### src/rtl/tsi_rx_pkg.sv
package tsi_rx_pkg;
  localparam int OFF_W    = 3;
  localparam int MAX_OFF  = (1 << OFF_W) - 1;
  localparam int BYTE_W   = 8;
  localparam int SLOT_W   = 2;                  // 4 half periods per bit cell
  localparam int BIT_SH   = SLOT_W + 3;         // slot + bit-in-byte
  localparam int REG_W    = 16;
  localparam int PER_REG  = REG_W / (OFF_W + 1);

  typedef struct packed {
    logic [OFF_W-1:0] off;
    logic             dle;
  } lane_cfg_t;
endpackage

### src/rtl/tsi_rx_cfg.sv
module tsi_rx_cfg
  import tsi_rx_pkg::*;
#(
  parameter int N_STREAMS = 4,
  localparam int N_REGS = (N_STREAMS + PER_REG - 1) / PER_REG,
  localparam int AW = (N_REGS > 1) ? $clog2(N_REGS) : 1
) (
  input  logic                       clk_i,
  input  logic                       rst_ni,
  input  logic                       fp_i,
  input  logic                       mode_i,
  input  logic                       we_i,
  input  logic [AW-1:0]              addr_i,
  input  logic [REG_W-1:0]           wdata_i,
  output logic [REG_W-1:0]           rdata_o,
  output lane_cfg_t [N_STREAMS-1:0]  shadow_o,
  output lane_cfg_t [N_STREAMS-1:0]  active_o,
  output logic                       gci_o
);
  logic [REG_W-1:0] shadow_q [N_REGS];
  lane_cfg_t [N_STREAMS-1:0] active_q;
  logic gci_q;

  for (genvar w = 0; w < N_REGS; w++) begin : g_word
    always_ff @(posedge clk_i or negedge rst_ni) begin
      if (!rst_ni)                        shadow_q[w] <= '0;
      else if (we_i && addr_i == AW'(w))  shadow_q[w] <= wdata_i;
    end
  end

  always_comb begin
    rdata_o = '0;
    for (int w = 0; w < N_REGS; w++)
      if (addr_i == AW'(w)) rdata_o = shadow_q[w];
  end

  for (genvar s = 0; s < N_STREAMS; s++) begin : g_map
    assign shadow_o[s] = shadow_q[s / PER_REG][(s % PER_REG) * (OFF_W + 1) +: (OFF_W + 1)];
  end

  // frame-boundary adoption
  always_ff @(posedge clk_i or negedge rst_ni) begin
    if (!rst_ni) begin
      active_q <= '0;
      gci_q    <= 1'b0;
    end else if (fp_i) begin
      active_q <= shadow_o;
      gci_q    <= mode_i;
    end
  end

  assign active_o = active_q;
  assign gci_o    = gci_q;

  assert_cfg_hold_R7: assert property (@(posedge clk_i) disable iff (!rst_ni)
    !fp_i |=> ($stable(active_q) && $stable(gci_q)));
endmodule

### src/rtl/tsi_rx_lane.sv
module tsi_rx_lane
  import tsi_rx_pkg::*;
#(
  parameter int N_CHAN = 8,
  localparam int FRAME_CYC = N_CHAN * BYTE_W * (1 << SLOT_W),
  localparam int POS_W = $clog2(FRAME_CYC + 1),
  localparam int CH_W = (N_CHAN > 1) ? $clog2(N_CHAN) : 1
) (
  input  logic                clk_i,
  input  logic                rst_ni,
  input  logic                fp_i,
  input  logic [MAX_OFF-1:0]  fp_hist_i,
  input  lane_cfg_t           shadow_i,
  input  lane_cfg_t           cfg_i,
  input  logic                gci_i,
  input  logic                rx_i,
  output logic                vld_o,
  output logic [BYTE_W-1:0]   data_o,
  output logic [CH_W-1:0]     chan_o
);
  logic [MAX_OFF:0]    fp_taps;
  logic                start, running, rise, hit, last_bit;
  logic [SLOT_W-1:0]   samp_slot;
  logic [POS_W-1:0]    pos_q;
  logic [BYTE_W-1:0]   sr_q, sr_next;
  logic                vld_q;
  logic [BYTE_W-1:0]   data_q;
  logic [CH_W-1:0]     chan_q;

  assign fp_taps = {fp_hist_i, fp_i};
  // code 0 starts on the pulse edge itself, using the value being adopted there
  assign start = (fp_i && shadow_i.off == '0) ||
                 (cfg_i.off != '0 && fp_taps[cfg_i.off]);

  assign running   = pos_q != POS_W'(FRAME_CYC);
  assign rise      = ~(cfg_i.dle ^ gci_i);
  assign samp_slot = rise ? SLOT_W'(3) : SLOT_W'(2);
  assign hit       = running && (pos_q[SLOT_W-1:0] == samp_slot);
  assign last_bit  = &pos_q[BIT_SH-1:SLOT_W];
  assign sr_next   = {sr_q[BYTE_W-2:0], rx_i};

  always_ff @(posedge clk_i or negedge rst_ni) begin
    if (!rst_ni)      pos_q <= POS_W'(FRAME_CYC);
    else if (start)   pos_q <= '0;
    else if (running) pos_q <= POS_W'(pos_q + 1'b1);
  end

  always_ff @(posedge clk_i or negedge rst_ni) begin
    if (!rst_ni) begin
      sr_q   <= '0;
      vld_q  <= 1'b0;
      data_q <= '0;
      chan_q <= '0;
    end else begin
      vld_q <= hit && last_bit;
      if (hit) sr_q <= sr_next;
      if (hit && last_bit) begin
        data_q <= sr_next;
        chan_q <= CH_W'(pos_q >> BIT_SH);
      end
    end
  end

  assign vld_o  = vld_q;
  assign data_o = data_q;
  assign chan_o = chan_q;

  assert_start_after_fp_R3: assert property (@(posedge clk_i) disable iff (!rst_ni)
    start |-> (fp_i || (|fp_hist_i)));
  assert_byte_gap_R6: assert property (@(posedge clk_i) disable iff (!rst_ni)
    vld_q |=> !vld_q);
  assert_idle_quiet_R8: assert property (@(posedge clk_i) disable iff (!rst_ni)
    (!running && !start) |=> !vld_q);
endmodule

### src/rtl/tsi_rx_align.sv
module tsi_rx_align
  import tsi_rx_pkg::*;
#(
  parameter int N_STREAMS = 4,
  parameter int N_CHAN = 8,
  localparam int N_REGS = (N_STREAMS + PER_REG - 1) / PER_REG,
  localparam int AW = (N_REGS > 1) ? $clog2(N_REGS) : 1,
  localparam int CH_W = (N_CHAN > 1) ? $clog2(N_CHAN) : 1
) (
  input  logic                        clk_i,
  input  logic                        rst_ni,
  input  logic                        fp_i,
  input  logic                        mode_i,
  input  logic [N_STREAMS-1:0]        rx_i,
  input  logic                        reg_we_i,
  input  logic [AW-1:0]               reg_addr_i,
  input  logic [REG_W-1:0]            reg_wdata_i,
  output logic [REG_W-1:0]            reg_rdata_o,
  output logic [N_STREAMS-1:0]        byte_vld_o,
  output logic [N_STREAMS*BYTE_W-1:0] byte_data_o,
  output logic [N_STREAMS*CH_W-1:0]   byte_chan_o
);
  lane_cfg_t [N_STREAMS-1:0] shadow, active;
  logic gci;
  logic [MAX_OFF-1:0] fp_hist_q;

  always_ff @(posedge clk_i or negedge rst_ni) begin
    if (!rst_ni) fp_hist_q <= '0;
    else         fp_hist_q <= {fp_hist_q[MAX_OFF-2:0], fp_i};
  end

  tsi_rx_cfg #(.N_STREAMS(N_STREAMS)) i_cfg (
    .clk_i    (clk_i),
    .rst_ni   (rst_ni),
    .fp_i     (fp_i),
    .mode_i   (mode_i),
    .we_i     (reg_we_i),
    .addr_i   (reg_addr_i),
    .wdata_i  (reg_wdata_i),
    .rdata_o  (reg_rdata_o),
    .shadow_o (shadow),
    .active_o (active),
    .gci_o    (gci)
  );

  for (genvar s = 0; s < N_STREAMS; s++) begin : g_lane
    tsi_rx_lane #(.N_CHAN(N_CHAN)) i_lane (
      .clk_i     (clk_i),
      .rst_ni    (rst_ni),
      .fp_i      (fp_i),
      .fp_hist_i (fp_hist_q),
      .shadow_i  (shadow[s]),
      .cfg_i     (active[s]),
      .gci_i     (gci),
      .rx_i      (rx_i[s]),
      .vld_o     (byte_vld_o[s]),
      .data_o    (byte_data_o[s*BYTE_W +: BYTE_W]),
      .chan_o    (byte_chan_o[s*CH_W +: CH_W])
    );
  end
endmodule

### config.mk
export PLATFORM = sky130hd
export DESIGN_NAME = tsi_rx_align
export DESIGN_NICKNAME = d
export VERILOG_FILES = /design/src/rtl/tsi_rx_pkg.sv /design/src/rtl/tsi_rx_cfg.sv /design/src/rtl/tsi_rx_lane.sv /design/src/rtl/tsi_rx_align.sv
export SDC_FILE = /design/constraint.sdc
export NUM_CORES = 1
export LEC_CHECK = 0
export ABC_AREA = 0
export BUFFER_PORTS_ARGS = -buffer_cell sky130_fd_sc_hd__buf_2
export CAP_MARGIN = 40
export CORE_ASPECT_RATIO = 1.2
export CORE_MARGIN = 2
export CORE_UTILIZATION = 58
export DETAILED_ROUTE_END_ITERATION = 6
export PLACE_DENSITY = 0.8
export RECOVER_POWER = 50
export SETUP_SLACK_MARGIN = 0.15
export SLEW_MARGIN = 20
export SYNTH_ARGS = -nofsm -noshare
export SYNTH_HDL_FRONTEND = slang
export SYNTH_SLANG_ARGS = --single-unit
### constraint.sdc
create_clock -name clk_i -period 2.4 [get_ports clk_i]
set_clock_uncertainty 0.05 [all_clocks]
set_input_delay 0.36 -clock clk_i [delete_from_list [all_inputs] [get_ports clk_i]]
set_output_delay 0.36 -clock clk_i [all_outputs]
set_load 0.03 [all_outputs]
==> flow_summary.toml, run 1 <==
[yosys]
syn-cell-area_um2 = 6840
netlist.area_leader.share = 0.541
postSynthNetCount = 547
yosysUniqueCellTypes = 40
yosysSeqAreaShare = 0.557
synth-seq-cells = 152
syn_inst = 513
synth.area.top_cells = "dfrtp_1 (54%), mux2_2 (13%), mux2_4 (4.0%), a211oi_1 (2.6%), mux2i_1 (1.8%)"
yosysWarningCount = 0
avgSynthCellArea_um2 = 13.3
synth_top_cell_by_area = "dfrtp_1"

[setup_path]
path_class = "reg2reg"
endpoint = "g_lane[0].i_lane.sr_q[2]$_DFFE_PN0P_"
worstPathMaxFanout = 7
crit_path_start_kind = "flip-flop"
cp_cell_sequence = "xnor3_1 -> a211oi_2 -> mux2_2"
cp_slowest_cell = "dfrtp_1"
crit_required_ns = 2.64
crit_path_end_kind = "flip-flop"
r2r-start = "i_cfg.gci_o$_DFFE_PN0P_"
rr_worst_depth = 3
r2r-end = "g_lane[0].i_lane.sr_q[2]$_DFFE_PN0P_"
cpPeakStageDelay_ns = 0.61
critPathLaunch = "i_cfg.gci_o$_DFFE_PN0P_"
r2r_slack_ns = 0.29
arrival_ns = 2.35

[global_routing]
grt_usage = 0.235
grt_pass1_vias = 4704
grt_first_pass_wirelength_um = 23000
overflow = 0
antenna_found_initial = 0
grt_max_degree = 52

[layout]
drive_gt1_frac = 0.385
nets = 655
final_cell_mix = "dfrtp_1 (148), buf_2 (90), mux2_2 (76)"
fin_util = 0.704
mostFrequentLayoutCell = "dfrtp_1"
antenna_cells = 0
syn_to_final_growth_pct = 18.4

[power_and_ir_drop]
p_total_w = 0.00767
powerDensity_nw_per_um2 = 947
irDropWorstVdd_mv = 0.642
leakage_nw = 3.89

[sta]
fmax_mhz = 474
grt_setup_unrepaired = "no"
hold_viol_final = 0
setup_viol_count_final = 0
worst_pin_slew_ns = 1.35
slew_viol_final = 0
holdWs_ns = 0.123
max_slew_margin = 0.100
period_minus_slack_ns = 2.11
tns_ns = 0
finalCritPeriodShare = 0.879

[run_status]
status = "finished, final reports clean"

[floorplanning]
die_area_um2 = 12700
coreArea_um2 = 11500
rows = 43
fp.dieH_um = 123
ioPinCount = 90
fp.dieW_um = 103
initial_utilization = 0.594

[place]
port_buffers = 89
gp_congestion = 0.903
hpwl_um = 9380

[clock_network]
cts_buffer_depth = 2
cts-root-buf = "clkbuf_16"
cts_buffers = 17
post_cts_buffers = 0
cts.sinks = 152
path_clk_slew_ns = 0.06
cts_tree = "yes"
worstSkewPairLatency_ns = 0.42
h-tree-depth = 4

[drt]
post-route-drc-count = 0
via_count = 4542
finalWirelength_um = 13600
drt_iter0_drc = 181
firstDrtPassIters = 4
via_per_inst = 5.74
wire_per_inst_um = 17.2
ant_nets = 0

[hold_path]
hp-class = "in2reg"

[run]
cap_violations = 0
layout make-up:
type                       count  area (µm²)
sequential                   152        3810
clock inverter                12         141
fill                         786        3410
tap                          157         196
inverter                      18        67.6
clock buffer                  20         457
multi-input combinational    328        2870
timing repair buffer         104         557
sequential cells by signal, indices dropped and copies added (netlist names):
register,flops
i_cfg.active_o,16
fp_hist_q,7
g_lane.i_lane.chan_o,12
i_cfg.gci_o,1
g_lane.i_lane.sr_q,28
i_cfg.shadow_o,16
g_lane.i_lane.vld_o,4
g_lane.i_lane.data_o,32
g_lane.i_lane.pos_q,36
kinds of logic (layout without fill, tap and decap cells):
group | Yosys count | after routing | share of synthesized area
flip-flops | 152 | 152 | 0.557
AND/OR/NAND/NOR | 127 | 127 | 0.118
multiplexers | 113 | 113 | 0.194
AO/OA/AOI/OAI | 68 | 68 | 0.0680
buffers and inverters | 33 | 154 | 0.0251
XOR/XNOR | 12 | 12 | 0.0236
adder cells (fa/ha/maj) | 8 | 8 | 0.0146
how the worst min path moves through the flow:
| stage | slack [ns] | startpoint | cells after the start | to |
|---|---|---|---|---|
| floorplan | 0.01 | rst_ni | 0 | fp_hist_q[0]$_DFF_PN0_ |
| global placement | 0.29 | rst_ni | 1 | g_lane[3].i_lane.data_o[7]$_DFFE_PN0P_ |
| detailed placement | 0.29 | rst_ni | 1 | g_lane[3].i_lane.data_o[7]$_DFFE_PN0P_ |
| CTS | 0.11 | reg_wdata_i[1] | 2 | i_cfg.shadow_o[1]$_DFFE_PN0P_ |
| global route | 0.12 | reg_wdata_i[2] | 2 | i_cfg.shadow_o[2]$_DFFE_PN0P_ |
| finish | 0.12 | reg_wdata_i[1] | 2 | i_cfg.shadow_o[1]$_DFFE_PN0P_ |
synth_stat cells:
library cell / count
o211a_1: 1
buf_4: 4
or3_4: 3
nor4b_1: 4
o31ai_1: 4
dfstp_2: 4
nand3_1: 20
a21oi_1: 4
or4bb_1: 6
o311ai_1: 4
buf_6: 4
mux2_2: 76
or3_1: 12
a211oi_1: 24
nand2b_1: 6
dfrtp_1: 148
or4_1: 6
mux2i_1: 12
nor3_1: 12
nor2b_1: 19
ha_1: 8
clkbuf_1: 3
o22ai_1: 4
nand2_1: 20
or3b_4: 1
a211oi_2: 3
xor3_1: 1
a211o_1: 2
mux2_4: 18
mux2_1: 7
or4b_2: 8
buf_2: 2
nor4bb_1: 2
o21ai_0: 22
nand4_1: 2
buf_1: 2
inv_1: 18
xor2_1: 8
xnor3_1: 3
nor4_1: 6
per-stage QoR:
| stage | instances | area, µm² | setup WS [ns] |
|---|---|---|---|
| final | 791 | 8100 | 0.290 |
| after global routing | 791 | 8100 | 0.198 |
| after CTS | 791 | 8110 | 0.301 |
| after detailed placement | 758 | 7510 | 0.319 |
| after global placement | 754 | 7490 | 0.420 |
| after floorplan | 513 | 6840 | 0.486 |
routing by layer:
metal / wire length, µm / GRT usage
met3: 608 / 0.0543
met5: 0 / 0
met1: 5890 / 0.316
met4: 172 / 0.0732
met2: 6950 / 0.381
what timing repair did:
item / in CTS / in global routing
hold endpoints to repair: 47 / 0
setup endpoints to repair: 0 / 14
hold buffers: 1 / 0
gates resized for setup: 0 / 2
report_power, final:
| group | leakage [nW] | internal, W | switching, W |
|---|---|---|---|
| Sequential | 1.95 | 0.00300 | 0.000465 |
| Clock | 0.287 | 0.00160 | 0.00107 |
| Combinational | 1.65 | 0.000802 | 0.000731 |
worst max-delay path, delay by kind of cell (launching register included):
kind            cells  cell delay, ns
mux                 1            0.40
flops               1            0.61
xor+xnor            1            0.45
compound gates      1            0.49
Note: power is estimated with default switching activity, not from simulation.
==> inputs of run 2 (changes only) <==
SYNTH_HIERARCHICAL = 1   (was default)
==> run 2 against run 1 <==
Global-route usage is 1.1 points lower. Non-clock buffer count shrank 5. Clock power fell by 3%. Worst setup slack got worse by 0.018 ns. Sequential power about the same. Combinational power grew 3%. Hold slack lost 0.0025 ns. Sequential share of layout area shrank 0.32 points. Largest power group unchanged. Highest routed layer unchanged.
==> flow_summary.toml, run 2 <==
[run_status]
status = "finished, final reports clean"

[setup_path]
critPathBufInv = 1
arrival_ns = 2.38
crit_path_start_kind = "flip-flop"
cp_top_family = "compound AO/OA/AOI/OAI gates"
worstPathMaxFanout = 7
crit_path_end_kind = "flip-flop"
cpPeakStageDelay_ns = 0.54
cp_slowest_cell = "a211oi_2"
r2r_slack_ns = 0.27
path_class = "reg2reg"
cp_cell_sequence = "inv_1 -> ha_1 -> nor4bb_4 -> a211oi_2 -> mux2_2"
crit_required_ns = 2.65

[layout]
syn_to_final_growth_pct = 17.1
nets = 646
antenna_cells = 0
largest_reg_flops = 36
final_cell_mix = "dfrtp_1 (148), buf_2 (91), mux2_2 (55)"
drive_gt1_frac = 0.390
nFillCells = 821
regArea_um2 = 3810
mostFrequentLayoutCell = "dfrtp_1"
multi_input_area_um2 = 3010
top_register = "g_lane.i_lane/pos_q"
layout.cells.non_filler = 782

[yosys]
async_flop_share = 1.00
yosysWarningCount = 6
synth_commonest_cells = "dfrtp_1 (148), mux2_2 (55), mux2_4 (46)"
syn-cell-area_um2 = 6960
synth_top_cell_by_area = "dfrtp_1"
avgSynthCellArea_um2 = 13.8
ys.flop_type = "dfrtp_1"
synth_most_common_cell = "dfrtp_1"
synth-seq-cells = 152
postSynthNetCount = 537
synth_edf_count = 0
synth.area.top_cells = "dfrtp_1 (53%), mux2_4 (9.9%), mux2_2 (8.9%), a211oi_1 (2.6%), mux2i_1 (1.7%)"
yosysUniqueCellTypes = 36
syn_inst = 503
netlist.area_leader.share = 0.532
yosysSeqAreaShare = 0.547

[place]
pre_cts_ws_ns = 0.287
gp_congestion = 0.867
port_buffers = 89
hpwl_um = 9310
placed_cells = 749

[drt]
finalWirelength_um = 13800
post-route-drc-count = 0
ant_nets = 0
drt_iter0_drc = 161
wire_per_inst_um = 17.6
via_count = 4559
via_per_inst = 5.83
firstDrtPassIters = 4

[hold_path]
hp-class = "in2reg"

[floorplanning]
fp.dieW_um = 104
fp.dieH_um = 124
die_area_um2 = 12900
coreArea_um2 = 11600
initial_utilization = 0.599
rows = 43
ioPinCount = 90

[power_and_ir_drop]
power.switching_w = 0.00223
leakage_nw = 3.93
p_clk_frac = 0.339
share_comb_of_total_power = 0.208
swShare = 0.292
powerDensity_nw_per_um2 = 936
power_frac_seq = 0.454
power.internal_w = 0.00540
irDropWorstVdd_mv = 0.533

[global_routing]
antenna_found_initial = 0
busiest_layer = "met2"
overflow = 0
grt_usage = 0.224
grt_first_pass_wirelength_um = 22700
grt_max_degree = 69
met2_usage = 0.377
grt_pass1_vias = 4663
use_met3 = 0.0534
met1_usage = 0.278

[sta]
max_slew_margin = 0.293
setup_viol_count_final = 0
finalCritPeriodShare = 0.886
slew_viol_final = 0
tns_ns = 0
setup_ws_ns = 0.272
fmax_mhz = 470
grt_setup_unrepaired = "no"
holdWs_ns = 0.120
worst_pin_slew_ns = 1.06
hold_viol_final = 0
period_minus_slack_ns = 2.13

[run]
cap_violations = 0

[clock_network]
h-tree-depth = 4
post_cts_buffers = 0
cts.sinks = 152
cts_tree = "yes"
worstSkewPairLatency_ns = 0.42
path_clk_slew_ns = 0.06
cts_buffers = 17
cts-root-buf = "clkbuf_16"
cts_buffer_depth = 2
[run 2: path summary, 6_finish.rpt]
check                                                      startpoint                                     end  cells past startpoint
worst max-delay path            g_lane[2].i_lane/pos_q[0]$_DFFE_PN0P_    g_lane[2].i_lane/sr_q[1]$_DFFE_PN0P_                      5
worst min-delay path                                  reg_wdata_i[13]          i_cfg/shadow_o[13]$_DFFE_PN0P_                      2
worst max register to register  g_lane[2].i_lane/pos_q[0]$_DFFE_PN0P_    g_lane[2].i_lane/sr_q[1]$_DFFE_PN0P_                      5
worst min register to register                 fp_hist_q[1]$_DFF_PN0_                  fp_hist_q[2]$_DFF_PN0_                      0
max in group asynchronous                                      rst_ni  g_lane[3].i_lane/data_o[2]$_DFFE_PN0P_                      3
min in group asynchronous                                      rst_ni   g_lane[1].i_lane/pos_q[7]$_DFFE_PN0P_                      2
[run 2: area by class of cell]
class | instances | area share
Inverter | 16 | 0.00736
Timing Repair Buffer | 99 | 0.0614
Tap cell | 157 | 0.0241
Sequential cell | 152 | 0.467
Multi-Input combinational cell | 326 | 0.369
Clock buffer | 20 | 0.0560
Clock inverter | 12 | 0.0153
[run 2: cells by family (layout without fill, tap and decap cells)]
logic type	Yosys count	in the layout	share of synthesized area
flops	152	152	0.547
simple gates	125	125	0.118
mux	117	117	0.212
compound gates	64	64	0.0647
buf+inv	25	147	0.0216
xor+xnor	12	12	0.0230
fa+ha+maj	8	8	0.0144
[run 2: repair_timing]
action	in CTS	in global routing
gates resized for setup	1	4
endpoints found under the hold margin	63	0
endpoints found under the setup margin	1	16
hold buffers	1	0
pin swaps	0	0
[run 2: power by group through the flow]
stage	Combinational (W)	Sequential, W	Clock [W]
after floorplan	0.00122	0.00336	0
after global placement	0.00146	0.00345	0
after detailed placement	0.00156	0.00350	0
after CTS	0.00160	0.00346	0.00262
after global routing	0.00175	0.00354	0.00276
final	0.00158	0.00346	0.00258
[run 2: per-stage QoR]
step / utilization / instance area [µm²] / total power (W)
2_1_floorplan: - / 6960 / 0.00458
3_3_place_gp: 0.653 / 7580 / 0.00491
3_5_place_dp: 0.654 / 7600 / 0.00506
4_1_cts: 0.706 / 8200 / 0.00769
5_1_grt: 0.702 / 8160 / 0.00804
6_report: 0.702 / 8160 / 0.00763
[run 2: worst reg2reg max path, cell delays in order (launching register included)]
cell and delay [ns]:
dfrtp_1 0.46, inv_1 0.11, ha_1 0.25, nor4bb_4 0.20, a211oi_2 0.54, mux2_2 0.41
[run 2: layer usage]
metal  vias to the layer above  part of all wire  routed length (µm)
met3                        29             0.039                 532
met2                       137              0.51                7020
met1                      2286              0.43                5880
met5                         -                 0                   0
met4                         0             0.024                 328
li1                       2107                 -                   -
